--- src/rtl/link_wake_pkg.sv ---
package link_wake_pkg;
    typedef enum logic [1:0] {
        ST_ACTIVE  = 2'd0,
        ST_PARTIAL = 2'd1,
        ST_SLUMBER = 2'd2,
        ST_WAKE    = 2'd3
    } lnk_st_e;
endpackage

--- src/rtl/lp_req_tracker.sv ---
module lp_req_tracker (
    input  logic clk,
    input  logic rst_n,
    input  logic req_vld,
    input  logic req_slumber,
    input  logic store,
    input  logic clear,
    output logic ack,
    output logic dfr_vld,
    output logic dfr_slumber
);
    always_ff @(posedge clk) begin
        if (!rst_n) begin
            ack         <= 1'b0;
            dfr_vld     <= 1'b0;
            dfr_slumber <= 1'b0;
        end else begin
            ack <= req_vld;
            if (store) begin
                dfr_vld     <= 1'b1;
                dfr_slumber <= req_slumber;
            end else if (clear) begin
                dfr_vld <= 1'b0;
            end
        end
    end


    dfr_keep_chk: assert property (@(posedge clk) disable iff (!rst_n)
        (dfr_vld && !store && !clear) |=> dfr_vld);
endmodule

--- src/rtl/wake_timer.sv ---
module wake_timer #(
    parameter int TMO_W = 8
) (
    input  logic             clk,
    input  logic             rst_n,
    input  logic             run,
    input  logic [TMO_W-1:0] limit,
    output logic             expired
);
    logic [TMO_W-1:0] cnt_q;

    assign expired = run && (limit != '0) && (cnt_q == limit - 1'b1);

    always_ff @(posedge clk) begin
        if (!rst_n || !run || expired) cnt_q <= '0;
        else                           cnt_q <= cnt_q + 1'b1;
    end
endmodule

--- src/rtl/link_wake_ctrl.sv ---
module link_wake_ctrl
    import link_wake_pkg::*;
#(
    parameter int TMO_W = 8
) (
    input  logic             clk,
    input  logic             rst_n,
    input  logic             lp_req_vld,
    input  logic             lp_req_slumber,
    input  logic             dev_wake,
    input  logic             link_rdy,
    input  logic             op_req,
    input  logic [TMO_W-1:0] wake_tmo,
    output logic             lp_ack,
    output logic             comwake,
    output logic             op_gnt,
    output logic             wake_err,
    output logic [1:0]       link_state
);
    lnk_st_e state_q, state_d;
    logic    gnt_q, cw_q, err_q;
    logic    store, clear, wake_start, expired, dfr_vld, dfr_slumber, idle;
    lnk_st_e tgt_new, tgt_dfr;

    assign idle    = !op_req && !gnt_q;
    assign tgt_new = lp_req_slumber ? ST_SLUMBER : ST_PARTIAL;
    assign tgt_dfr = dfr_slumber    ? ST_SLUMBER : ST_PARTIAL;

    lp_req_tracker u_trk (
        .clk(clk), .rst_n(rst_n), .req_vld(lp_req_vld), .req_slumber(lp_req_slumber),
        .store(store), .clear(clear), .ack(lp_ack), .dfr_vld(dfr_vld),
        .dfr_slumber(dfr_slumber)
    );

    wake_timer #(.TMO_W(TMO_W)) u_tmr (
        .clk(clk), .rst_n(rst_n), .run(state_q == ST_WAKE),
        .limit(wake_tmo), .expired(expired)
    );

    // next-state decision
    always_comb begin
        state_d    = state_q;
        store      = 1'b0;
        clear      = 1'b0;
        wake_start = 1'b0;
        unique case (state_q)
            ST_ACTIVE: begin
                if (!idle) begin
                    store = lp_req_vld;
                end else if (lp_req_vld) begin
                    state_d = tgt_new;
                    clear   = 1'b1;
                end else if (dfr_vld) begin
                    state_d = tgt_dfr;
                    clear   = 1'b1;
                end
            end
            ST_PARTIAL, ST_SLUMBER: begin
                if (op_req) begin
                    state_d    = ST_WAKE;
                    wake_start = 1'b1;
                    store      = lp_req_vld;
                end else if (dev_wake) begin
                    state_d = ST_ACTIVE;
                    store   = lp_req_vld;
                end else if (lp_req_vld) begin
                    state_d = tgt_new;
                    clear   = 1'b1;
                end
            end
            ST_WAKE: begin
                store = lp_req_vld;
                if (link_rdy) state_d = ST_ACTIVE;
            end
            default: state_d = ST_ACTIVE;
        endcase
    end

    // state register
    always_ff @(posedge clk) begin
        if (!rst_n) state_q <= ST_ACTIVE;
        else        state_q <= state_d;
    end

    // registered outputs
    always_ff @(posedge clk) begin
        if (!rst_n) begin
            gnt_q <= 1'b0;
            cw_q  <= 1'b0;
            err_q <= 1'b0;
        end else begin
            cw_q  <= wake_start || (state_q == ST_WAKE && expired && !link_rdy);
            gnt_q <= (state_q == ST_ACTIVE || (state_q == ST_WAKE && link_rdy)) ? op_req : 1'b0;
            if (state_q == ST_WAKE && link_rdy)    err_q <= 1'b0;
            else if (state_q == ST_WAKE && expired) err_q <= 1'b1;
        end
    end

    assign op_gnt     = gnt_q;
    assign comwake    = cw_q;
    assign wake_err   = err_q;
    assign link_state = state_q;


    ack_follows_req_chk: assert property (@(posedge clk) disable iff (!rst_n)
        lp_req_vld |=> lp_ack);

    gnt_only_active_chk: assert property (@(posedge clk) disable iff (!rst_n)
        op_gnt |-> (link_state == ST_ACTIVE));

    cw_in_wake_chk: assert property (@(posedge clk) disable iff (!rst_n)
        comwake |-> (link_state == ST_WAKE));

    busy_holds_active_chk: assert property (@(posedge clk) disable iff (!rst_n)
        (link_state == ST_ACTIVE && (op_req || op_gnt)) |=> (link_state == ST_ACTIVE));

    err_rise_cw_chk: assert property (@(posedge clk) disable iff (!rst_n)
        $rose(wake_err) |-> comwake);

    dev_wake_no_cw_chk: assert property (@(posedge clk) disable iff (!rst_n)
        ((link_state == ST_PARTIAL || link_state == ST_SLUMBER) && dev_wake && !op_req)
        |=> (link_state == ST_ACTIVE && !comwake));
endmodule

--- config.mk ---
export PLATFORM = sky130hd
export DESIGN_NAME = link_wake_ctrl
export DESIGN_NICKNAME = d
export VERILOG_FILES = /design/src/rtl/link_wake_pkg.sv /design/src/rtl/lp_req_tracker.sv /design/src/rtl/wake_timer.sv /design/src/rtl/link_wake_ctrl.sv
export SDC_FILE = /design/constraint.sdc
export NUM_CORES = 1
export LEC_CHECK = 0
export CORE_MARGIN = 3
export CORE_UTILIZATION = 41
export CTS_CLUSTER_DIAMETER = 200
export DETAILED_ROUTE_END_ITERATION = 10
export PLACE_DENSITY_LB_ADDON = 0.12
export SYNTH_ARGS = -nofsm -noshare
export SYNTH_HDL_FRONTEND = slang
export SYNTH_HIERARCHICAL = 1
export SYNTH_SLANG_ARGS = --single-unit
export TNS_END_PERCENT = 5
--- constraint.sdc ---
create_clock -name clk -period 2.7 [get_ports clk]
set_input_delay 0.675 -clock clk [delete_from_list [all_inputs] [get_ports clk]]
set_output_delay 0.675 -clock clk [all_outputs]
set_load 0.05 [all_outputs]
==> results of run 1 <==
-- layer usage --
layer | track usage [%] | part of all wire, % | wire length (um) | up-vias
li1 | - | - | - | 528
met1 | 18.9 | 44 | 1070 | 456
met2 | 25.2 | 51 | 1240 | 15
met3 | 4.39 | 3.1 | 75 | 4
met4 | 3.64 | 1.0 | 24 | 0
met5 | 0 | 0 | 0 | -
-- metrics by stage --
step	hold slack, ns	setup WS [ns]
after floorplan	0.482	0.435
after global placement	0.504	-0.0400
after detailed placement	0.515	-0.126
after CTS	0.529	0.167
after global routing	0.566	0.0321
final	0.519	0.196
-- worst max path at each step --
stage / startpoint / end / slack, ns
2_1_floorplan: wake_tmo[0] / wake_err / 0.44
3_3_place_gp: wake_tmo[0] / wake_err / -0.04
3_5_place_dp: wake_tmo[0] / u_tmr/cnt_q[4] / -0.13
4_1_cts: wake_tmo[0] / u_tmr/cnt_q[4] / 0.17
5_1_grt: wake_tmo[1] / u_tmr/cnt_q[2] / 0.03
6_report: wake_tmo[0] / u_tmr/cnt_q[4] / 0.20
-- cell usage in the layout, fill, tap and decap left out, drive strengths merged, types with 3 or more instances in the layout --
master	n
and2	3
nor4	3
nor2b	6
a211oi	3
dfxtp	16
ha	6
a21oi	6
nor2	11
nand3	5
xnor2	10
inv	8
o21ai	5
clkdlybuf4s50	20
nor3	9
nand2	9
xor2	5
clkbuf	4
buf	10
-- layout make-up --
| cell class | count | area (um2) | share of cell area, % |
|---|---|---|---|
| Sequential cell | 16 | 320 | 22.1 |
| Multi-Input combinational cell | 104 | 751 | 51.8 |
| Tap cell | 30 | 37.5 | 2.59 |
| Clock buffer | 4 | 36.3 | 2.50 |
| Timing Repair Buffer | 30 | 275 | 19.0 |
| Inverter | 8 | 30.0 | 2.07 |
-- flip-flops by register name, summed over array words and instances, names as in the netlist --
name	count
u_tmr/cnt_q	8
u_trk/ack	1
comwake	1
u_trk/dfr_vld	1
link_state	2
wake_err	1
u_trk/dfr_slumber	1
op_gnt	1
-- tightest hold or removal path, stage by stage (launching register included) --
cell      delay (ns)
dfxtp_1         0.32
a21oi_1         0.11
a211oi_1        0.05
-- timing repair --
action	CTS	global route
hold buffers	0	0
setup endpoints to repair	0	5
resized for setup	0	1
setup buffers	0	0
hold endpoints to repair	0	0
-- power by group --
group | switching (mW) | internal, mW
logic | 0.236 | 0.169
clock network | 0.0758 | 0.0820
registers | 0.0256 | 0.265
total | 0.337 | 0.516
-- cell families (layout without fill, tap and decap cells) --
kind of cell / count (synthesis) / count (layout)
mux: 2 / 2
compound gates: 28 / 28
flops: 16 / 16
buf+inv: 13 / 42
xor+xnor: 15 / 15
simple gates: 53 / 53
fa+ha+maj: 6 / 6
==> reports/metrics.cfg, run 1 <==
[synthesis]
async_reset_ff_share_pct=0
synth.distinct_cells=44
ys_ff_latch=16
syn_avg_cell_area_um2=8.50
synth_top_cell_by_area=dfxtp_1
synthAdderAreaFrac_pct=6.64
synth_warnings=6
muxShareOfSynthArea_pct=1.77
synth-compound-area-share_pct=20.1
syn_nets=154
synthTopCellsByArea=dfxtp_1, xnor2_1, ha_1
synth_edf_count=0
synth.most_common_cell=dfxtp_1
seq_area_frac_synth_pct=28.3
synthTopCellsByCount=dfxtp_1, xnor2_1, nand2_1, nor2_1
synthFlopType=dfxtp_1
synthXorXnorAreaFrac_pct=11.6
netlist_area_um2=1130
synth_top_family_by_area=simple AND/OR/NAND/NOR gates
synth_top_area_share_pct=28.3
yosys.area_share.simple_pct=25.8
synth_cells=133

[route]
drcViolationCount=0
via_count=1003
wl_per_cell_um=12.6
first_pass_iters=4
drt_iter0_drc=19
ant_nets=0
via_per_inst=5.22
drt_wl_total_mm=2.41

[power_and_ir_drop]
vdd.ir_drop.worst_v=0.000401
p_per_area_nw_per_um2=589
finalPower_uw=853
p_leak_nw=0.546

[setup_path]
cp-end-kind=register
slowest_delay_ns=0.47
cp_common_cell=buf_4
r2r_start=link_state[0]
timing.rr.end=comwake
critPathArrivalTime_ns=2.71
cp.required_ns=2.90
crit_chain=clkdlybuf4s50_1 > inv_1 > ha_1 > buf_4 > xnor2_1 > o211a_1 > o21ai_0 > a211oi_4 > buf_4 > nor3_1
slowest_stage=clkdlybuf4s50_1
reg2reg_slack_ns=0.76
critPathLaunchType=primary input
worstPathMaxFanout=6
rr_worst_depth=6
setup.worst_path.class=primary input to register
worst-path-buf-inv=4
cp_top_family=buffers and inverters
cp_num_cells=10

[min_path]
min_path_cells=2
min_path_type=register to register
hp-start=wake_err
min_to=wake_err

[floorplan]
start_util_pct=44.4
die_h_um=58.5
row_count=18
fp.dieW_um=58.5
io_pins=21
die-area_um2=3430
coreArea_um2=2540

[clocking]
clock_sinks=16
htreeDepth=1
cts_tree=done
path_clk_slew_ns=0.10
clk_latency_ns=0.28
cts_inserted_buffers=3
clock_tree.root_cell=clkbuf_4
clockBufferDepth=2

[timing]
slew-limit-headroom_pct=66.7
period_minus_slack_ns=2.50
hold_violations=0
final-max-slew-violation-count=0
rsz0062_at_grt=false
tightest_slew_ns=0.498
period_share_pct=92.7
setup_viol=0
timing.setup.tns_ns=0
fmax_mhz=399
skew_ns=0.0103

[placement]
gp_congestion=0.808
place_area_um2=1410
dp_cells=188
port_buffers=20
dp_hpwl_mm=2.00

[finish]
fin_cells=192
num_antenna_cells=0
area_growth_pct=28.2
fill_cells=232
layout-drive-gt1-share_pct=15.4
fin_util_pct=57.0
final_area_um2=1450
nNetsFinal=184

[outcome]
status=complete, no violations

[grt]
grt-ovfl-total=0
grt_pass1_wl_mm=4.02
grt_usage_pct=15.0
grt_max_degree=10
antenna_found_initial=0
first_global_vias=922

[run]
cap_violations=0

(Power assumes the default switching activity.)
==> run 2: changes to the inputs <==
CTS_BUF_LIST = sky130_fd_sc_hd__clkbuf_8   (was unset)
==> run 2 against run 1 <==
Flip-flop and latch count is the same. Clock-buffer cell count is the same. Final cell count is the same. Non-clock buffer count is the same. Critical path type unchanged. Worst hold slack lost 0.0051 ns. Total power grew 6.2%. Register-to-register slack is essentially flat. Wire length shrank 1.2%. Sequential share of layout area shrank 0.32 points. Via count grew 1.8%. Clock skew shrank 0.0041 ns.
==> reports/metrics.cfg, run 2 (synthesis gave the netlist of run 1 again) <==
[placement]
dp_hpwl_mm=2.00  ; unchanged
place_area_um2=1410  ; unchanged
port_buffers=20  ; unchanged
gp_congestion=0.808  ; unchanged

[setup_path]
slowest_stage=clkdlybuf4s50_1
rr_worst_depth=6  ; unchanged
critPathLaunchType=primary input
slowest_delay_ns=0.47  ; about the same
cp_top_family=compound AO/OA/AOI/OAI gates
setup.worst_path.class=primary input to register
cp_common_cell=nand3_1
reg2reg_slack_ns=0.77  ; about the same
crit_chain=clkdlybuf4s50_1 > inv_1 > ha_2 > xor2_1 > nand3_1 > a211o_1 > a211oi_4 > nand3_1 > a21oi_1
worst-path-buf-inv=2  ; -2
cp.required_ns=2.87  ; -0.03 ns
timing.rr.end=comwake
r2r_start=link_state[0]
critPathArrivalTime_ns=2.66  ; -0.05 ns
worstPathMaxFanout=6  ; unchanged
cp-end-kind=register
startpoint=wake_tmo[1]

[finish]
final_area_um2=1470  ; +1.5%
max_flop_register=u_tmr/cnt_q
final_common_cell=clkdlybuf4s50_1
num_antenna_cells=0  ; unchanged
layout-drive-gt1-share_pct=16.0  ; +0.62 points
largest_reg_flops=8  ; unchanged
area_growth_pct=30.1
nNetsFinal=184  ; unchanged
most-common-layout-cells=clkdlybuf4s50_1, dfxtp_1, xnor2_1, buf_4

[timing]
timing.setup.tns_ns=0  ; unchanged
setup_viol=0  ; unchanged
hold_violations=0  ; unchanged
skew_ns=0.00624  ; -0.00410 ns
period_share_pct=92.5  ; -0.26 points
fmax_mhz=401  ; +0.28%
final-max-slew-violation-count=0  ; unchanged
rsz0062_at_grt=false
period_minus_slack_ns=2.50  ; -0.00701 ns
tightest_slew_ns=0.498  ; +0.00000131 ns
slew-limit-headroom_pct=66.7  ; about the same

[clocking]
clk_latency_ns=0.25  ; -0.03 ns
htreeDepth=1  ; unchanged
clock_sinks=16  ; unchanged
path_clk_slew_ns=0.07  ; -0.03 ns
clock_tree.root_cell=clkbuf_8
clockBufferDepth=2  ; unchanged
postCtsHoldBufs=0  ; unchanged
cts_inserted_buffers=3  ; unchanged
cts_tree=done

[power_and_ir_drop]
p_int_uw=564  ; +9.3%
sequentialPowerShare_pct=32.1  ; -1.9 points
p_per_area_nw_per_um2=616  ; +4.7%
vdd.ir_drop.worst_v=0.000428  ; +6.8%
p_leak_nw=0.552  ; +1.1%
p_sw_uw=342  ; +1.4%
clockPowerShare_pct=23.1  ; +4.6 points
finalPower_uw=906  ; +6.2%
swShare_pct=37.7  ; -1.8 points
combPwrFrac_pct=44.7  ; -2.8 points

[floorplan]
row_count=18  ; unchanged
die_h_um=58.5  ; unchanged
fp.dieW_um=58.5  ; unchanged
start_util_pct=44.4  ; unchanged
die-area_um2=3430  ; unchanged
coreArea_um2=2540  ; unchanged
io_pins=21  ; unchanged

[grt]
antenna_found_initial=0  ; unchanged
grt_usage_pct=14.9  ; -0.17 points
grt_pass1_wl_mm=3.97  ; -1.2%
grt_max_degree=10  ; unchanged
grt-ovfl-total=0  ; unchanged
first_global_vias=917  ; -0.54%

[min_path]
hp-start=wake_err
min_to=wake_err
min_path_cells=2  ; unchanged
min_path_type=register to register

[run]
cap_violations=0  ; unchanged

[outcome]
status=complete, no violations

[route]
wl_per_cell_um=12.4  ; -1.2%
drt_wl_total_mm=2.38  ; -1.2%
via_per_inst=5.32  ; +1.8%
drcViolationCount=0  ; unchanged
first_pass_iters=4  ; unchanged
via_count=1021  ; +1.8%
drt_iter0_drc=23  ; +4
ant_nets=0  ; unchanged

run 2: cell counts in the layout (fill, tap and decap cells not counted):
No cell type changed its count.
run 2: area by class of cell:
class,instances,area (um2)
Tap cell,30,37.5
Clock buffer,4,55.1
Sequential cell,16,320
Inverter,8,30.0
Multi-Input combinational cell,104,753
Fill cell,231,1070
Timing Repair Buffer,30,275
run 2: worst max path at each step:
stage,slack [ns],cells after the start,end
after floorplan,0.44,10,wake_err
after global placement,-0.04,9,wake_err
after detailed placement,-0.13,10,u_tmr/cnt_q[4]
after CTS,0.12,10,u_tmr/cnt_q[4]
after global routing,0.06,9,comwake
final,0.20,9,comwake
run 2: worst register-to-register path: cells and delay by family (launching register included):
family	cells	cell delay (ns)
flops	1	0.41
fa+ha+maj	1	0.38
compound gates	3	0.82
simple gates	2	0.23
run 2: through the flow:
| step | hold WS, ns | util [%] | setup WS, ns | std cells |
|---|---|---|---|---|
| after CTS | 0.523 | 57.5 | 0.125 | 192 |
| after global placement | 0.504 | 55.4 | -0.0400 | 188 |
| after detailed placement | 0.515 | 55.4 | -0.126 | 188 |
| final | 0.514 | 57.8 | 0.203 | 192 |
| after global routing | 0.561 | 57.8 | 0.0561 | 192 |
| after floorplan | 0.482 | - | 0.435 | 133 |
run 2: what timing repair did:
| action | CTS | global route |
|---|---|---|
| gates resized for setup | 0 | 2 |
| endpoints found under the setup margin | 0 | 9 |
| buffers inserted | 0 | 0 |
run 2: routing by layer:
metal | wire length, um | vias to the layer above | share of wire, % | GRT usage, %
met5 | 0 | - | 0 | 0
met4 | 24 | 0 | 1.0 | 3.64
met3 | 74 | 4 | 3.1 | 4.39
met2 | 1220 | 16 | 51 | 24.6
met1 | 1060 | 472 | 45 | 18.9
li1 | - | 529 | - | -
run 2: power groups by stage:
stage          Clock (mW)  Combinational [mW]  Sequential (mW)
6_report            0.210               0.405            0.291
4_1_cts             0.216               0.408            0.291
2_1_floorplan           0               0.221            0.360
3_5_place_dp            0               0.407            0.297
3_3_place_gp            0               0.399            0.296
5_1_grt             0.229               0.443            0.298
